===== src/rtl/sdram_pwrup_init.sv =====
module sdram_pwrup_init #(
  parameter int REF_CNT = 4,
  parameter int CMD_GAP = 3,
  parameter int AW      = 16
) (
  input  logic          clk,
  input  logic          rst_n,
  input  logic          refresh_tick,
  input  logic          mem_type_n,
  input  logic          cfg_a,
  input  logic          cfg_b,
  input  logic [1:0]    bus_code,
  input  logic          mem_req,
  output logic          cmd_valid,
  output logic [1:0]    cmd_type,
  output logic [AW-1:0] addr_out,
  output logic          init_done,
  output logic          mem_grant
);
  localparam int RW = $clog2(REF_CNT + 1);
  localparam int GW = $clog2(CMD_GAP + 1);

  typedef enum logic [2:0] {S_REF, S_DEACT, S_GAP, S_MRS, S_DONE} st_t;

  st_t           state;
  logic [RW-1:0] ref_n;
  logic [GW-1:0] gap_n;
  logic          sync_q, a_q, b_q;
  logic [1:0]    bus_q;

  wire sync_now = sync_q | ~mem_type_n;

  always_ff @(posedge clk) begin
    if (!rst_n) begin
      state  <= S_REF;
      ref_n  <= '0;
      gap_n  <= '0;
      sync_q <= 1'b0;
      a_q    <= 1'b0;
      b_q    <= 1'b0;
      bus_q  <= 2'd0;
    end else begin
      case (state)
        S_REF: if (refresh_tick) begin
          sync_q <= sync_now;
          if (ref_n == RW'(REF_CNT - 1))
            state <= sync_now ? S_DEACT : S_DONE;
          else
            ref_n <= ref_n + 1'b1;
        end
        S_DEACT: begin
          gap_n <= '0;
          state <= S_GAP;
        end
        S_GAP: begin
          if (gap_n == GW'(CMD_GAP - 2)) begin
            a_q   <= cfg_a;
            b_q   <= cfg_b;
            bus_q <= bus_code;
            state <= S_MRS;
          end else begin
            gap_n <= gap_n + 1'b1;
          end
        end
        S_MRS:   state <= S_DONE;
        default: state <= S_DONE;
      endcase
    end
  end

  wire [11:0]   mode_word = {6'b0, 1'b1, a_q, 3'b0, b_q};
  wire [AW-1:0] mode_ext  = AW'(mode_word);

  assign cmd_valid = (state == S_DEACT) || (state == S_MRS);
  assign cmd_type  = (state == S_DEACT) ? 2'd1 : (state == S_MRS) ? 2'd2 : 2'd0;
  assign addr_out  = (state == S_MRS) ? (mode_ext << bus_q) : '0;
  assign init_done = (state == S_DONE);
  assign mem_grant = mem_req & init_done;


  addr_idle_chk: assert property (@(posedge clk) disable iff (!rst_n)
    !(cmd_valid && cmd_type == 2'd2) |-> addr_out == '0);

  idle_type_chk: assert property (@(posedge clk) disable iff (!rst_n)
    !cmd_valid |-> cmd_type == 2'd0);

  single_strobe_chk: assert property (@(posedge clk) disable iff (!rst_n)
    cmd_valid |=> !cmd_valid);

  mode_pop_chk: assert property (@(posedge clk) disable iff (!rst_n)
    (cmd_valid && cmd_type == 2'd2) |-> ($countones(addr_out) >= 1 && $countones(addr_out) <= 3));

  done_follow_chk: assert property (@(posedge clk) disable iff (!rst_n)
    (cmd_valid && cmd_type == 2'd2) |=> init_done);

  done_sticky_chk: assert property (@(posedge clk) disable iff (!rst_n)
    init_done |=> init_done);

  grant_gate_chk: assert property (@(posedge clk) disable iff (!rst_n)
    mem_grant |-> init_done);
endmodule


===== config.mk =====
export PLATFORM = sky130hd
export DESIGN_NAME = sdram_pwrup_init
export DESIGN_NICKNAME = d
export VERILOG_FILES = /design/src/rtl/sdram_pwrup_init.sv
export SDC_FILE = /design/constraint.sdc
export NUM_CORES = 1
export LEC_CHECK = 0
export CAP_MARGIN = 20
export CORE_UTILIZATION = 39
export DETAILED_ROUTE_END_ITERATION = 6
export PLACE_DENSITY_LB_ADDON = 0.25
export RECOVER_POWER = 100
export REMOVE_ABC_BUFFERS = 1
export SETUP_SLACK_MARGIN = 0.15
export SYNTH_ARGS = -nofsm -noshare
export SYNTH_HDL_FRONTEND = slang
export SYNTH_SLANG_ARGS = --single-unit

===== constraint.sdc =====
create_clock -name clk -period 1.25 [get_ports clk]
set_input_delay 0.375 -clock clk [delete_from_list [all_inputs] [get_ports clk]]
set_output_delay 0.375 -clock clk [all_outputs]
set_load 0.02 [all_outputs]

# ---- After elaboration in Yosys (flattened, before gate mapping)
# Index checks and enable logic that the tools add are counted.
dict set report word_totals {
  ff_bits 13
  input_bits 9
  output_inout_bits 21
  elab_cells 42
}
dict set report op_classes {
  add_sub_neg 2
  n_eq_ne 10
  n_shift 1
  muxes 10
  bitwise_logic 4
  n_reduce_logical 8
}
# op count
set ops {}
lappend ops {{$mux W16} 1}
lappend ops {{$shl A6 B2 Y16} 1}
lappend ops {{$mux W3} 4}
lappend ops {{$eq A3 B2 Y1 const B} 3}
lappend ops {{$pmux W3 S3} 1}
lappend ops {{$ne A2 B2 Y1 const B} 4}
lappend ops {{$mux W2} 3}
lappend ops {{$reduce_and A2 Y1} 3}
lappend ops {{$reduce_and A3 Y1} 2}
lappend ops {{$pmux W2 S2} 1}
lappend ops {{$add A3 B1 Y3 const B} 1}
lappend ops {{$eq A3 B1 Y1 const B} 1}
lappend ops {{$eq A3 B3 Y1 const B} 1}
lappend ops {{$logic_not A3 Y1} 1}
lappend ops {{$add A2 B1 Y2 const B} 1}
lappend ops {{$eq A2 B1 Y1 const B} 1}
lappend ops {{$not A1 Y1} 2}
lappend ops {{$reduce_bool A2 Y1} 1}
lappend ops {{$and A1 B1 Y1} 1}
lappend ops {{$logic_or A1 B1 Y1} 1}
lappend ops {{$or A1 B1 Y1} 1}

# ---- Logic depth before layout (Yosys ltp)
dict set report logic_depth {
  word_depth 6
  ltp_mapped 6
  mapped_depth_nobuf 5
}

# ---- Least setup slack after synthesis
# OpenSTA, ideal clock, no wires.
dict set report synth_timing {
  path_kind {reg2out}
  startpoint {register state[2]}
  endpoint {output port mem_grant}
  t_arrival_ns 1.418
  t_required_ns 0.875
  path_slack_ns -0.543
  path_stages_with_launch 4
  n_path_buf 1
  cell_sequence {dfxtp_1 > buf_2 > nor3b_1 > and2_1}
}
dict set report synth_via {
  elab_chain_len 2
}
# element line
set synth_rtl {}
lappend synth_rtl {{start, declared} 25} ;# st_t state;
lappend synth_rtl {{start signal, assigned} 47} ;# state <= sync_now ? S_DEACT : S_DONE;
lappend synth_rtl {{$eq A3 B3 Y1} 77} ;# assign init_done = (state == S_DONE);
lappend synth_rtl {{via init_done} 17} ;# output logic init_done,
lappend synth_rtl {{$and A1 B1 Y1} 78} ;# assign mem_grant = mem_req & init_done;
lappend synth_rtl {{end, declared} 18} ;# output logic mem_grant
# The timed path passes the listed nets, and every way through them passes these cells.

# ---- Final worst setup path
dict set report layout_timing {
  startpoint {register state[2]}
  endpoint {output port addr_out[4]}
}
dict set report layout_via {
  elab_chain_len 2
}
# element line
set layout_rtl {}
lappend layout_rtl {{$eq A3 B2 Y1} 76} ;# assign addr_out = (state == S_MRS) ? (mode_ext << bus_q) : '0;
lappend layout_rtl {{$mux W16} 76}
lappend layout_rtl {{end, declared} 16} ;# output logic [AW-1:0] addr_out,
# Every way passes these cells.

==> key figures <==
Clock network
  • TritonCTS clock tree: done
  • Sinks on Clock Net: 13
  • Skew-Pair Late Insertion Delay: 0.27 ns
  • Root buffer cell: clkbuf_4
  • Clock buffer depth: 2
  • CTS H-Tree Depth: 1
  • Worst-path clk slew: 0.08 ns
  • Num CTS Buffers: 3
  • CTS Hold Buffers Added: 0

Yosys
  • Post-Syn Area: ~800 sq um
  • Simple-gate area share of the yosys netlist: 32.7%
  • Proportion of synthesized area in mux cells: 9.86%
  • Sequential element share of the synthesized area: 32.0%
  • Yosys cell types: 28
  • XOR/XNOR Fraction of Synth Area: 1.08%
  • Largest family of logic cells by synthesized area: simple AND/OR/NAND/NOR gates
  • Syn Inst Count: 97
  • Synthesized flop and latch total: 13
  • Mapped Avg Cell Area: 8.37 sq um
  • Synth Area in Compound Gates: 8.63%
  • Area share of fa/ha/maj cells after synthesis: 4.62%
  • YS warnings: 0

Min path
  • Min-Delay Path Class: reg -> reg
  • Hold-critical path depth: 2

Place
  • Setup WS pre-CTS: -0.663 ns
  • IO buf count: 22
  • Post-DP HPWL: 1250 um
  • GP Congestion: just under 0.8

Setup path
  • Worst path required time: 0.88 ns
  • Setup CP Type: reg -> out
  • WP data arrival: 1.29 ns
  • Critical path startpoint category: register
  • Worst Setup End Kind: output pin
  • Reg2Reg Depth: 6
  • CP Max Fanout: 4

Route
  • Vias per std cell: between 4 and 5
  • Antenna Nets Post-Route: 0
  • Total number of vias: between 800 and 900
  • Routed WL per cell: 12.1 um
  • DRT iter0 DRCs: 10
  • DRC Markers: 0
  • DRT Wirelength: 2030 um
  • 1st-pass router iterations: 4

Floorplanning
  • Core area: 1960 sq um
  • Initial Util: 41.4%
  • Chip height: 47.6 um
  • Chip width: around 48 um
  • FP Rows: 16
  • Die footprint: 2270 sq um
  • # IOs: 30

Timing
  • Pins Over Slew Limit: 0
  • Hold WS: 0.455 ns
  • Setup Skew: 0.00553 ns
  • Final setup fails: 27
  • Final hold viol count: 0
  • Post-route minimum period: about 1.7 ns
  • Fin worst setup slack: -0.412 ns
  • RSZ-0062 raised after global routing: yes
  • FMAX: 602 MHz
  • Fin crit share: 133%

Pwr
  • Total power: 0.00101 W
  • Power per Cell Area: about 720 nW/um^2
  • LEAKAGE: 0.584 nW
  • Max VDD drop: 0.000601 V

Status
  • Failing checks: setup timing
  • Status: complete, but fails checks

GRT
  • Congestion Overflow GR: 0
  • Initial antenna violation count: 0
  • GRT Overall Usage: 16.3%
  • Largest net degree at the start of global routing: 12
  • Vias in the first global route: roughly 660
  • First-pass GRT wire length: approximately 2700 um

Cells and area
  • Layout Nets: ~150
  • Multi-input gate area: a little over 600 sq um
  • Ratio of cells with drive above 1 in the final layout: slightly above 50%
  • Diodes inserted: 0
  • Layout fillers: 156
  • Area grow syn2layout: 71.2%
  • Storage cell area: 265 sq um

Run
  • Max-cap violations: 0
[state kept, by name (all words and copies together), names as in the netlist]
signal  flops
ref_n       3
state       3
bus_q       2
gap_n       2
a_q         1
b_q         1
sync_q      1
[cells in the mapped netlist]
library cell  count  area, sq um
a2111oi_0         1         8.76
a211o_1           1         8.76
a21oi_1           4         20.0
and2_1            2         12.5
and3_1            1         6.26
and3b_1           1         8.76
and4bb_2          1         12.5
buf_2             3         15.0
buf_4             7         52.6
clkbuf_1          2         7.51
conb_1            1         3.75
dfxtp_1          13          260
ha_1              3         37.5
inv_1             3         11.3
mux2i_1           8         80.1
nand2_1          11         41.3
nand2b_1          6         37.5
nor2_1            8         30.0
nor2_4            1         11.3
nor2b_1           6         37.5
nor3b_1           4         30.0
nor4b_1           2         17.5
o21a_1            2         15.0
o21ai_1           1         5.00
o22ai_1           2         12.5
or3_1             1         6.26
or4b_4            1         13.8
xnor2_1           1         8.76
[final timing paths]
kind / slack [ns] / to / start
max: -0.41 / addr_out[4] / state[2]$_SDFFE_PN0P_
min: 0.46 / ref_n[2]$_SDFFE_PN0P_ / ref_n[2]$_SDFFE_PN0P_
max reg2reg: -0.36 / ref_n[0]$_SDFFE_PN0P_ / state[1]$_SDFFE_PN0P_
min reg2reg: 0.46 / ref_n[2]$_SDFFE_PN0P_ / ref_n[2]$_SDFFE_PN0P_
[cell usage in the layout, fill, tap and decap left out, types with 2 or more instances in the layout]
| cell type | Yosys | layout |
|---|---|---|
| nand2b_1 | 6 | 5 |
| ha_1 | 3 | 3 |
| o21a_1 | 2 | 2 |
| a21oi_1 | 4 | 3 |
| inv_1 | 3 | 2 |
| nand2_1 | 11 | 9 |
| mux2i_1 | 8 | 8 |
| dfxtp_1 | 13 | 9 |
| buf_6 | 0 | 16 |
| nor2b_1 | 6 | 6 |
| nor2_4 | 1 | 3 |
| clkbuf_4 | 0 | 3 |
| clkdlybuf4s50_1 | 0 | 8 |
| nor2_2 | 0 | 5 |
| dfxtp_2 | 0 | 4 |
| nor3b_2 | 0 | 3 |
| conb_1 | 1 | 7 |
| buf_4 | 7 | 20 |
| o22ai_1 | 2 | 2 |
| nor4b_4 | 0 | 2 |
[metrics by stage]
stage / TNS, ns / std cells / util (%) / area, sq um
5_1_grt: -9.17 / 168 / 70.9 / 1390
4_1_cts: -6.64 / 162 / 61.3 / 1200
3_3_place_gp: -9.75 / 155 / 57.4 / 1130
2_1_floorplan: -4.97 / 91 / - / 759
6_report: -7.81 / 168 / 70.9 / 1390
3_5_place_dp: -10.21 / 155 / 57.4 / 1130
[report_power, final]
part	leakage, nW	internal (W)	total, W	switching, W
Combinational	0.461	0.000162	0.000302	0.000139
Sequential	0.107	0.000437	0.000450	0.0000133
Clock	0.0150	0.000123	0.000254	0.000131
[per-layer routing]
metal / vias up / GRT usage [%] / share of wire, %
li1: 402 / - / -
met1: 386 / 21.6 / 41
met2: 29 / 28.5 / 53
met3: 2 / 2.26 / 4.6
met4: 0 / 3.33 / 1.2
met5: - / 0 / 0
[logic make-up (layout without fill, tap and decap cells)]
| family | Yosys count | count (layout) |
|---|---|---|
| simple gates | 45 | 45 |
| compound gates | 11 | 11 |
| mux | 8 | 8 |
| other cells | 1 | 7 |
| xor+xnor | 1 | 1 |
| flops | 13 | 13 |
| buf+inv | 15 | 53 |
| fa+ha+maj | 3 | 3 |
[timing repair]
item / CTS / global route
resized for setup: 86 / 38
setup buffers: 3 / 6
setup endpoints to repair: 26 / 27
pin swaps: 12 / 14
[area by class of cell]
cell class / count / share of cell area, %
Clock buffer: 4 / 1.89
Sequential cell: 13 / 19.1
Multi-Input combinational cell: 75 / 44.8
Timing Repair Buffer: 46 / 31.0
Tap cell: 27 / 2.43
Inverter: 3 / 0.810
[critical path: stages (launching register included)]
cell and delay (ns):
dfxtp_2 0.33, and3b_2 0.27, nand2b_4 0.09, nor3b_2 0.16, buf_4 0.16
Power figures use the tool's default switching activity.
